**src/rtl/clksel_pkg.sv**
```systemverilog
package clksel_pkg;
  localparam int NSRC        = 6;
  localparam int IDXW        = $clog2(NSRC);
  localparam int SELW        = 3;
  localparam int DIVW        = 3;
  localparam int MAXLOG      = 5;
  localparam int CNTW        = MAXLOG;
  localparam int RW          = MAXLOG + 1;
  localparam int NCH         = 3;
  localparam int IDX_LOOPDIV = 4;
  localparam int IDX_XT2     = 5;

  // Divider code to log2 of the ratio, saturating at MAXLOG
  function automatic int div_log2(input logic [DIVW-1:0] code);
    if (int'(code) > MAXLOG) return MAXLOG;
    return int'(code);
  endfunction

  // Last count value of a period (ratio minus one)
  function automatic logic [RW-1:0] div_last(input logic [DIVW-1:0] code);
    logic [RW-1:0] one;
    one = RW'(1);
    return (one << div_log2(code)) - one;
  endfunction

  // Select code to source vector bit; high codes fall back when crystal 2 is absent
  function automatic logic [IDXW-1:0] src_index(input logic [SELW-1:0] code,
                                                input logic xt2_ok);
    if (int'(code) < IDX_XT2) return IDXW'(code);
    if (xt2_ok) return IDXW'(IDX_XT2);
    return IDXW'(IDX_LOOPDIV);
  endfunction
endpackage

```
**src/rtl/clksel_divider.sv**
```systemverilog
module clksel_divider
  import clksel_pkg::*;
#(
  parameter logic [DIVW-1:0] DEF_DIV = '0
) (
  input  logic            clk,
  input  logic            rst_n,
  input  logic            tick,
  input  logic            run,
  input  logic [DIVW-1:0] div_req,
  output logic            period_end,
  output logic            pulse
);
  logic [DIVW-1:0] div_act;
  logic [CNTW-1:0] cnt;
  logic [RW-1:0]   last;

  assign last       = div_last(div_act);
  assign period_end = tick && ({1'b0, cnt} == last);

  always_ff @(posedge clk) begin
    if (!rst_n) begin
      cnt     <= '0;
      div_act <= DEF_DIV;
      pulse   <= 1'b0;
    end else begin
      pulse <= period_end && run;
      if (tick) begin
        if (period_end) begin
          cnt     <= '0;
          div_act <= div_req;
        end else begin
          cnt <= cnt + 1'b1;
        end
      end
    end
  end


  cnt_range_chk: assert property (@(posedge clk) disable iff (!rst_n)
    {1'b0, cnt} <= last);


  div_hold_chk: assert property (@(posedge clk) disable iff (!rst_n)
    !period_end |=> $stable(div_act));
endmodule

```
**src/rtl/clksel_channel.sv**
```systemverilog
module clksel_channel
  import clksel_pkg::*;
#(
  parameter logic [SELW-1:0] DEF_SEL = '0,
  parameter logic [DIVW-1:0] DEF_DIV = '0
) (
  input  logic            clk,
  input  logic            rst_n,
  input  logic [NSRC-1:0] src_tick,
  input  logic            xt2_ok,
  input  logic [SELW-1:0] sel_req,
  input  logic [DIVW-1:0] div_req,
  input  logic            run,
  output logic            picked_tick,
  output logic            pulse
);
  logic [SELW-1:0] sel_act;
  logic [IDXW-1:0] idx;
  logic            pend;

  assign idx         = src_index(sel_act, xt2_ok);
  assign picked_tick = src_tick[idx];

  clksel_divider #(.DEF_DIV(DEF_DIV)) u_div (
    .clk        (clk),
    .rst_n      (rst_n),
    .tick       (picked_tick),
    .run        (run),
    .div_req    (div_req),
    .period_end (pend),
    .pulse      (pulse)
  );

  always_ff @(posedge clk) begin
    if (!rst_n)    sel_act <= DEF_SEL;
    else if (pend) sel_act <= sel_req;
  end


  sel_hold_chk: assert property (@(posedge clk) disable iff (!rst_n)
    !pend |=> $stable(sel_act));
endmodule

```
**src/rtl/clksel_top.sv**
```systemverilog
module clksel_top
  import clksel_pkg::*;
(
  input  logic            clk,
  input  logic            rst_n,
  input  logic [NSRC-1:0] src_tick,
  input  logic            xt2_present,
  input  logic [SELW-1:0] aux_sel,
  input  logic [DIVW-1:0] aux_div,
  input  logic [DIVW-1:0] pin_div,
  input  logic [SELW-1:0] sub_sel,
  input  logic [DIVW-1:0] sub_div,
  input  logic            sub_off,
  input  logic [SELW-1:0] main_sel,
  input  logic [DIVW-1:0] main_div,
  output logic            aux_pulse,
  output logic            pin_pulse,
  output logic            sub_pulse,
  output logic            main_pulse
);
  // Channel order: 0 auxiliary, 1 subsystem, 2 main
  localparam logic [SELW-1:0] DEF_SEL_TBL [NCH] =
    '{SELW'(0), SELW'(IDX_LOOPDIV), SELW'(IDX_LOOPDIV)};

  logic [NCH-1:0][SELW-1:0] sel_req;
  logic [NCH-1:0][DIVW-1:0] div_req;
  logic [NCH-1:0]           run;
  logic [NCH-1:0]           ch_tick;
  logic [NCH-1:0]           ch_pulse;
  logic                     pin_pend;

  assign sel_req = {main_sel, sub_sel, aux_sel};
  assign div_req = {main_div, sub_div, aux_div};
  assign run     = {1'b1, ~sub_off, 1'b1};

  for (genvar g = 0; g < NCH; g++) begin : g_ch
    clksel_channel #(
      .DEF_SEL (DEF_SEL_TBL[g]),
      .DEF_DIV (DIVW'(0))
    ) u_ch (
      .clk         (clk),
      .rst_n       (rst_n),
      .src_tick    (src_tick),
      .xt2_ok      (xt2_present),
      .sel_req     (sel_req[g]),
      .div_req     (div_req[g]),
      .run         (run[g]),
      .picked_tick (ch_tick[g]),
      .pulse       (ch_pulse[g])
    );


    tick_pulse_chk: assert property (@(posedge clk) disable iff (!rst_n)
      ch_pulse[g] |-> $past(ch_tick[g]));
  end

  clksel_divider #(.DEF_DIV(DIVW'(0))) u_pin (
    .clk        (clk),
    .rst_n      (rst_n),
    .tick       (ch_tick[0]),
    .run        (1'b1),
    .div_req    (pin_div),
    .period_end (pin_pend),
    .pulse      (pin_pulse)
  );

  assign aux_pulse  = ch_pulse[0];
  assign sub_pulse  = ch_pulse[1];
  assign main_pulse = ch_pulse[2];


  pin_src_chk: assert property (@(posedge clk) disable iff (!rst_n)
    pin_pend |-> ch_tick[0]);


  sub_mask_chk: assert property (@(posedge clk) disable iff (!rst_n)
    sub_off |=> !sub_pulse);


  reset_quiet_chk: assert property (@(posedge clk)
    $rose(rst_n) |-> !(aux_pulse || pin_pulse || sub_pulse || main_pulse));
endmodule

```
**config.mk**
```make
export PLATFORM = sky130hd
export DESIGN_NAME = clksel_top
export DESIGN_NICKNAME = d
export VERILOG_FILES = /design/src/rtl/clksel_pkg.sv /design/src/rtl/clksel_divider.sv /design/src/rtl/clksel_channel.sv /design/src/rtl/clksel_top.sv
export SDC_FILE = /design/constraint.sdc
export NUM_CORES = 1
export LEC_CHECK = 0
export BUFFER_PORTS_ARGS = -buffer_cell sky130_fd_sc_hd__buf_2
export CAP_MARGIN = 0
export CORE_ASPECT_RATIO = 2
export CORE_UTILIZATION = 45
export CTS_CLUSTER_DIAMETER = 40
export DETAILED_ROUTE_END_ITERATION = 8
export PLACE_DENSITY = 0.65
export REMOVE_ABC_BUFFERS = 1
export SYNTH_ARGS = -nofsm -noshare
export SYNTH_HDL_FRONTEND = slang
export SYNTH_SLANG_ARGS = --single-unit
```
**constraint.sdc**
```tcl
create_clock -name clk -period 2.8 [get_ports clk]
set_input_delay 0.14 -clock clk [delete_from_list [all_inputs] [get_ports clk]]
set_output_delay 0.14 -clock clk [all_outputs]
set_load 0.01 [all_outputs]
```
==> implementation parameters, run 1 <==
Parameter                              Value

GRT
  Number of antenna violations at the first check in global routing ... 0
  Number of global-route vias before repair ... 2046
  Overflow left after global routing ... 0
  Most used routing layer in global routing ... met2
  Met3 layer usage reported by global route ... 0.0429
  Largest net degree at the start of global routing ... 38
  Total Routing Usage GR ... 0.205
  Wire length of the first global-routing pass ... 8670 um
  Met2 demand-to-capacity share in global routing ... 0.364
  Met1 layer usage reported by global route ... 0.203

Synth
  Top FF cell, synth ... sky130_fd_sc_hd__dfxtp_1
  Syn Inst Count ... 274
  Number of flip-flops and latches in the synthesized netlist ... 45
  Syn_area_per_cell ... 8.91 um^2
  Number of flops mapped to enable cells by yosys ... 0
  Netlist cell types ... 51
  Synth Warn # ... 0
  Summed instance area of the synthesized netlist ... 2440 um^2
  Fraction of registers with async set/reset ... 0
  Post-synthesis sequential area ratio ... 0.369

Place
  Instance area at placement ... 2640 um^2
  IO Port Bufs ... 34
  Half-perimeter wire length of the detailed placement result ... 3740 um
  Routability congestion estimate from global placement ... 0.765

Pwr
  Sequential group share of total power ... 0.337
  Fraction of power consumed by the clock network ... 0.131
  Logic pwr share ... 0.532
  Internal power contribution ... 1.77 mW
  Switching share of power ... 0.443
  Total leakage power ... 1.08 nW
  Switching power ... 1.41 mW
  Cell Pwr Density ... 1160 nW/um^2
  Worst IR Drop VDD ... 0.000838 V

Status
  Result of the run ... completed

Routing
  Number of antenna-violating nets in the routed design ... 0
  Average detailed-routed wire length per instance ... 13.8 um
  WL final ... 5040 um
  Number of remaining DRC errors ... 0
  Initial DRC Count ... 35
  Via/cell ratio ... 5.69
  Vias ... 2078
  First drt pass iteration count ... 4

Final layout
  Fraction of layout instances using a drive strength above 1 ... 0.179
  Area added between synthesis and finish ... 12.3%
  Cell area after layout ... 2740 um^2
  Post-layout net count ... 344
  N_diodes ... 0

Critical path
  Arrival time at the worst endpoint ... 2.67 ns
  Cell with the most instances on the worst path ... sky130_fd_sc_hd__mux2i_1
  Slowest cell delay on critical path ... 0.61 ns
  Critical path data required time ... 3.04 ns
  Cell family with the largest share of critical-path delay ... simple AND/OR/NAND/NOR gates
  Nature of the critical path endpoint ... register
  Cells traversed along the worst timing path ... or3_1 > ha_1 > xnor2_1 > mux2i_1 > a2111o_1 > nor2_4 > mux2i_1
  Type of the worst setup path ... reg2reg
  Buffers plus inverters on the worst setup path ... 0
  Slowest stage cell, crit path ... sky130_fd_sc_hd__a2111o_1
  Maximum fanout along the worst path ... 12
  Startpoint type of the worst setup path ... register

Die
  Vertical extent of the die ... 106 um
  Placement row count ... 37
  Area of the core ... 5180 um^2
  Boundary Pins ... 35
  Full die area ... 5740 um^2
  Die span in x ... 54.1 um
  Starting utilization of the core area ... 0.471

STA
  Final Setup Violations ... 0
  RSZ-0062 raised after global routing ... no
  Crit path time final ... 2.43 ns
  Final TNS setup ... 0 ns
  Worst clock skew on the final layout ... 0.0125 ns
  Worst slew margin relative to its limit ... 0.560
  Least-Margin Pin Slew ... 0.659 ns
  Timing-limited maximum frequency ... 412 MHz
  Ratio of final minimum period to clock period ... 0.868
  Fin. max-slew vios ... 0
  Final number of hold-violating endpoints ... 0

CTS
  Clock transition at the register clock pins on the worst setup and hold paths after CTS ... 0.09 ns
  Maximum number of buffers from clock root to sink ... 2
  TritonCTS clock tree ... done
  Clock sinks ... 45
  Number of buffers created by CTS ... 5
  H-tree Lvls ... 2
  Cell at the root of the clock tree ... sky130_fd_sc_hd__clkbuf_8
  Total setup buffers inserted after CTS ... 0
  Clock latency on the worst-skew pair ... 0.31 ns

Flow run
  Number of maximum-capacitance violations ... 0

Worst hold path
  Worst Hold Class ... in2reg
cell families (layout without fill, tap and decap cells):
| group | after synthesis | count (layout) | share of synthesized area |
|---|---|---|---|
| xor gates and xnor gates | 17 | 17 | 0.0610 |
| adders and majority gates | 6 | 6 | 0.0308 |
| AOI/OAI and AO/OA | 52 | 52 | 0.160 |
| DFF | 45 | 45 | 0.369 |
| buffers and inverters | 16 | 49 | 0.0313 |
| muxes | 22 | 22 | 0.100 |
| and+or+nand+nor | 116 | 116 | 0.248 |
state kept, by name, summed over array words and instances (netlist names):
register and cells:
g_ch.u_ch.u_div.cnt 15, u_pin.div_act 3, g_ch.u_ch.u_div.pulse 3, g_ch.u_ch.sel_act 9
u_pin.cnt 5, g_ch.u_ch.u_div.div_act 9, u_pin.pulse 1
power by group through the flow:
stage / logic, mW / registers (mW) / clock network (mW)
after CTS: 1.72 / 1.08 / 0.438
after detailed placement: 1.71 / 1.09 / 0
final: 1.69 / 1.07 / 0.416
after global placement: 1.69 / 1.08 / 0
after global routing: 1.89 / 1.11 / 0.456
after floorplan: 1.40 / 1.04 / 0
synthesized netlist by cell type (5+ instances only):
cell / instances / share of area
sky130_fd_sc_hd__xor2_1: 5 / 0.018
sky130_fd_sc_hd__a21oi_1: 10 / 0.021
sky130_fd_sc_hd__dfxtp_1: 45 / 0.37
sky130_fd_sc_hd__nand3_1: 17 / 0.035
sky130_fd_sc_hd__nor2_1: 15 / 0.023
sky130_fd_sc_hd__nor3_1: 7 / 0.014
sky130_fd_sc_hd__mux2i_1: 20 / 0.082
sky130_fd_sc_hd__nand4_1: 7 / 0.018
sky130_fd_sc_hd__ha_1: 6 / 0.031
sky130_fd_sc_hd__nand2_1: 40 / 0.062
sky130_fd_sc_hd__xnor2_1: 12 / 0.043
sky130_fd_sc_hd__o21ai_0: 6 / 0.012
sky130_fd_sc_hd__inv_1: 5 / 0.0077
sky130_fd_sc_hd__clkbuf_1: 7 / 0.011
sky130_fd_sc_hd__o211ai_1: 5 / 0.015
sky130_fd_sc_hd__a22o_1: 6 / 0.022
path summary, 6_finish.rpt:
path / startpoint / to / slack [ns] / depth (start not counted)
max: g_ch[2].u_ch.u_div.div_act[2] / g_ch[2].u_ch.u_div.div_act[1] / 0.37 / 7
max reg2reg: g_ch[2].u_ch.u_div.div_act[2] / g_ch[2].u_ch.u_div.div_act[1] / 0.37 / 7
min reg2reg: g_ch[2].u_ch.sel_act[0] / g_ch[2].u_ch.sel_act[0] / 0.48 / 2
min: aux_div[2] / g_ch[0].u_ch.u_div.div_act[2] / 0.03 / 2
timing repair:
item,in CTS,in global routing
endpoints found under the hold margin,1,0
hold buffers,1,0
gates resized for setup,0,0
metrics by stage:
stage               instances  setup WS, ns  utilization  hold WS, ns  power, mW
detailed placement        357         0.385        0.509        0.313       2.80
finish                    365         0.370        0.529       0.0345       3.18
CTS                       365         0.361        0.529       0.0223       3.23
floorplan                 263         0.572            -        0.216       2.44
global route              365         0.198        0.529       0.0294       3.46
global placement          357         0.447        0.509        0.303       2.77
area by class of cell:
type	instances	area [um^2]
Clock buffer	6	82.6
Timing Repair Buffer	37	195
Multi-Input combinational cell	213	1460
Inverter	5	18.8
Clock inverter	1	7.51
Tap cell	58	72.6
Fill cell	529	2440
Sequential cell	45	901
cell usage in the layout, fill, tap and decap left out, types with 5 or more instances in the layout:
cell | Yosys | routed
sky130_fd_sc_hd__nor3_1 | 7 | 7
sky130_fd_sc_hd__nand3_1 | 17 | 17
sky130_fd_sc_hd__o21ai_0 | 6 | 6
sky130_fd_sc_hd__a22o_1 | 6 | 6
sky130_fd_sc_hd__a21oi_1 | 10 | 10
sky130_fd_sc_hd__inv_1 | 5 | 5
sky130_fd_sc_hd__buf_2 | 0 | 34
sky130_fd_sc_hd__o211ai_1 | 5 | 5
sky130_fd_sc_hd__nand4_1 | 7 | 7
sky130_fd_sc_hd__nand2_1 | 40 | 40
sky130_fd_sc_hd__ha_1 | 6 | 6
sky130_fd_sc_hd__xnor2_1 | 12 | 12
sky130_fd_sc_hd__nor2_1 | 15 | 15
sky130_fd_sc_hd__clkbuf_8 | 0 | 6
sky130_fd_sc_hd__dfxtp_1 | 45 | 45
sky130_fd_sc_hd__xor2_1 | 5 | 5
sky130_fd_sc_hd__mux2i_1 | 20 | 20
routing by layer:
metal | part of all wire | up-vias
met2 | 0.57 | 20
met3 | 0.024 | 6
met1 | 0.39 | 986
met5 | 0 | -
met4 | 0.014 | 0
li1 | - | 1066
No activity file was read; power rests on OpenSTA's default activity.
==> run 2, diff against run 1 <==
==> constraint.sdc (replaced) <==
create_clock -name clk -period 2.8 [get_ports clk]
set_input_delay 0.56 -clock clk [delete_from_list [all_inputs] [get_ports clk]]
set_output_delay 0.56 -clock clk [all_outputs]
set_load 0.01 [all_outputs]
==> run 2 against run 1 <==
Against the previous run:
- clock skew shrank 0.0047 ns
- die area did not move
- global-route usage decreased by 0.37 points
- final area decreased by 0.50%
- first-iteration DRC count is 23% higher
- worst setup slack got worse by 0.014 ns
- register-to-register slack about the same
- critical path type unchanged
- maximum frequency fell by 0.56%
- highest routed layer unchanged
- clock power barely moved
- sequential share of layout area is 0.17 points higher
- critical path depth unchanged
==> implementation parameters, run 2 (synthesis results as in run 1) <==
Parameter                              Value

Die
  Placement row count ... 37 (unchanged)
  Full die area ... 5740 um^2 (unchanged)
  Starting utilization of the core area ... 0.471 (unchanged)
  Boundary Pins ... 35 (unchanged)
  Area of the core ... 5180 um^2 (unchanged)
  Vertical extent of the die ... 106 um (unchanged)
  Die span in x ... 54.1 um (unchanged)

STA
  Final TNS setup ... 0 ns (unchanged)
  Final Setup Violations ... 0 (unchanged)
  Final number of hold-violating endpoints ... 0 (unchanged)
  Crit path time final ... 2.44 ns (+0.0138 ns)
  Ratio of final minimum period to clock period ... 0.873 (+0.00492)
  Fin. max-slew vios ... 0 (unchanged)
  Least-Margin Pin Slew ... 0.638 ns (-0.0212 ns)
  Worst clock skew on the final layout ... 0.00777 ns (-0.00473 ns)
  Timing-limited maximum frequency ... 409 MHz (-0.56%)
  Worst slew margin relative to its limit ... 0.574 (+0.0142)
  RSZ-0062 raised after global routing ... no

CTS
  Clock latency on the worst-skew pair ... 0.30 ns (about the same)
  Total setup buffers inserted after CTS ... 0 (unchanged)
  Cell at the root of the clock tree ... sky130_fd_sc_hd__clkbuf_8
  Clock sinks ... 45 (unchanged)
  Clock transition at the register clock pins on the worst setup and hold paths after CTS ... 0.09 ns (about the same)
  H-tree Lvls ... 2 (unchanged)
  Maximum number of buffers from clock root to sink ... 2 (unchanged)
  # resized after CTS ... 0 (unchanged)
  TritonCTS clock tree ... done
  Number of buffers created by CTS ... 5 (unchanged)
  CTS Hold Buffers Added ... 0 (-1)

Pwr
  Total power of the final layout ... 3.23 mW (+1.4%)
  Total leakage power ... 1.08 nW (-0.26%)
  Worst IR Drop VDD ... 0.000883 V (+5.4%)
  Cell Pwr Density ... 1180 nW/um^2 (+1.9%)

Routing
  WL final ... 5150 um (+2.1%)
  Number of antenna-violating nets in the routed design ... 0 (unchanged)
  Average detailed-routed wire length per instance ... 14.1 um (+2.4%)
  Vias ... 2083 (+0.24%)
  Number of remaining DRC errors ... 0 (unchanged)
  First drt pass iteration count ... 5 (+1)
  Initial DRC Count ... 43 (+23%)
  Via/cell ratio ... 5.72 (+0.52%)

Critical path
  Count of cells along the worst register-to-register path ... 7 (unchanged)
  Slowest stage cell, crit path ... sky130_fd_sc_hd__a2111o_1
  Cells traversed along the worst timing path ... or3_1 > ha_1 > xnor2_1 > mux2i_1 > a2111o_1 > nor2_4 > mux2i_1
  Maximum fanout along the worst path ... 12 (unchanged)
  Startpoint type of the worst setup path ... register
  Type of the worst setup path ... reg2reg
  Critical R2R Capture ... g_ch[2].u_ch.u_div.div_act[1]
  Slowest cell delay on critical path ... 0.61 ns (about the same)
  R2R Setup Slk ... 0.36 ns (about the same)
  Startpoint of the worst-slack reg-to-reg timing path ... g_ch[2].u_ch.u_div.div_act[2]
  Arrival time at the worst endpoint ... 2.68 ns (about the same)
  Nature of the critical path endpoint ... register
  Cell with the most instances on the worst path ... sky130_fd_sc_hd__mux2i_1
  Critical path data required time ... 3.04 ns (about the same)

Final layout
  Fraction of layout instances using a drive strength above 1 ... 0.176 (-0.00268)
  Top register by number of flip-flops ... g_ch.u_ch.u_div.cnt
  Largest register FFs ... 15 (unchanged)
  N_diodes ... 0 (unchanged)
  Post-layout net count ... 343 (-0.29%)
  Commonest non-fill, non-tap cell in the layout ... sky130_fd_sc_hd__dfxtp_1
  Final core utilization ... 0.526 (-0.00265)
  # fillers ... 532 (+0.57%)
  Registers with the most flip-flops ... g_ch.u_ch.u_div.cnt x15, g_ch.u_ch.sel_act x9, g_ch.u_ch.u_div.div_act x9
  Leading cell types in the layout, fill and taps excluded ... sky130_fd_sc_hd__dfxtp_1, sky130_fd_sc_hd__nand2_1, sky130_fd_sc_hd__buf_2, sky130_fd_sc_hd__mux2i_1, sky130_fd_sc_hd__nand3_1
  Area added between synthesis and finish ... 11.7%
  Cell area after layout ... 2730 um^2 (-0.50%)

Worst hold path
  Hold path start ... sub_off
  Endpoint, Worst Hold ... g_ch[1].u_ch.u_div.pulse
  Worst Hold Class ... in2reg
  Number of instances on the worst hold path ... 2 (unchanged)

Flow run
  Number of maximum-capacitance violations ... 0 (unchanged)

Place
  Instance area at placement ... 2640 um^2 (unchanged)
  Half-perimeter wire length of the detailed placement result ... 3870 um (+3.6%)
  IO Port Bufs ... 34 (unchanged)
  Routability congestion estimate from global placement ... 0.748 (-2.2%)

GRT
  Wire length of the first global-routing pass ... 8510 um (-1.8%)
  Number of antenna violations at the first check in global routing ... 0 (unchanged)
  Total Routing Usage GR ... 0.201 (-0.00367)
  Overflow left after global routing ... 0 (unchanged)
  Number of global-route vias before repair ... 1967 (-3.9%)
  Largest net degree at the start of global routing ... 38 (unchanged)

Status
  Result of the run ... completed
==> run 2: cell types whose count changed in the layout (fill, tap and decap cells not counted) <==
cell                            previous run  this run
sky130_fd_sc_hd__dlygate4sd3_1             1         0
sky130_fd_sc_hd__clkbuf_1                  0         1
sky130_fd_sc_hd__clkinvlp_4                1         0
==> run 2: cell type report <==
type	count	area (um^2)	share of cell area
Sequential cell	45	901	0.330
Timing Repair Buffer	36	185	0.0679
Tap cell	58	72.6	0.0266
Inverter	5	18.8	0.00688
Clock buffer	7	86.3	0.0317
Multi-Input combinational cell	213	1460	0.537
==> run 2: worst max-delay path, delay by kind of cell (launching register included) <==
family                   cells  cell delay (ns)
flip-flops                   1             0.36
AND/OR/NAND/NOR              2             0.66
multiplexers                 2             0.32
adder cells (fa/ha/maj)      1             0.21
AO/OA/AOI/OAI                1             0.61
XOR/XNOR                     1             0.21
==> run 2: where the power goes <==
part | total (mW) | internal, mW | switching [mW]
logic | 1.73 | 0.758 | 0.977
clock network | 0.416 | 0.196 | 0.220
registers | 1.08 | 0.837 | 0.239
==> run 2: how the worst max path moves through the flow <==
stage / startpoint / to / slack, ns / cells after the start
floorplan: g_ch[2].u_ch.u_div.div_act[2] / g_ch[2].u_ch.sel_act[0] / 0.57 / 7
global placement: g_ch[2].u_ch.u_div.div_act[2] / g_ch[2].u_ch.u_div.div_act[0] / 0.44 / 7
detailed placement: g_ch[2].u_ch.u_div.div_act[2] / g_ch[2].u_ch.sel_act[0] / 0.37 / 7
CTS: g_ch[2].u_ch.u_div.div_act[2] / g_ch[2].u_ch.sel_act[0] / 0.36 / 7
global route: g_ch[2].u_ch.u_div.div_act[2] / g_ch[2].u_ch.u_div.div_act[1] / 0.20 / 7
finish: g_ch[2].u_ch.u_div.div_act[2] / g_ch[2].u_ch.u_div.div_act[1] / 0.36 / 7
==> run 2: metrics by stage <==
step,cells,setup WS [ns],hold slack (ns)
3_5_place_dp,357,0.369,0.478
6_report,364,0.356,0.409
3_3_place_gp,357,0.443,0.470
5_1_grt,364,0.198,0.408
4_1_cts,364,0.358,0.404
2_1_floorplan,263,0.572,0.450
==> run 2: per-layer routing <==
metal | GRT usage | up-vias | wire length (um)
li1 | - | 1065 | -
met1 | 0.207 | 991 | 2000
met2 | 0.363 | 22 | 2940
met3 | 0.0401 | 5 | 102
met4 | 0.0916 | 0 | 99
met5 | 0 | - | 0
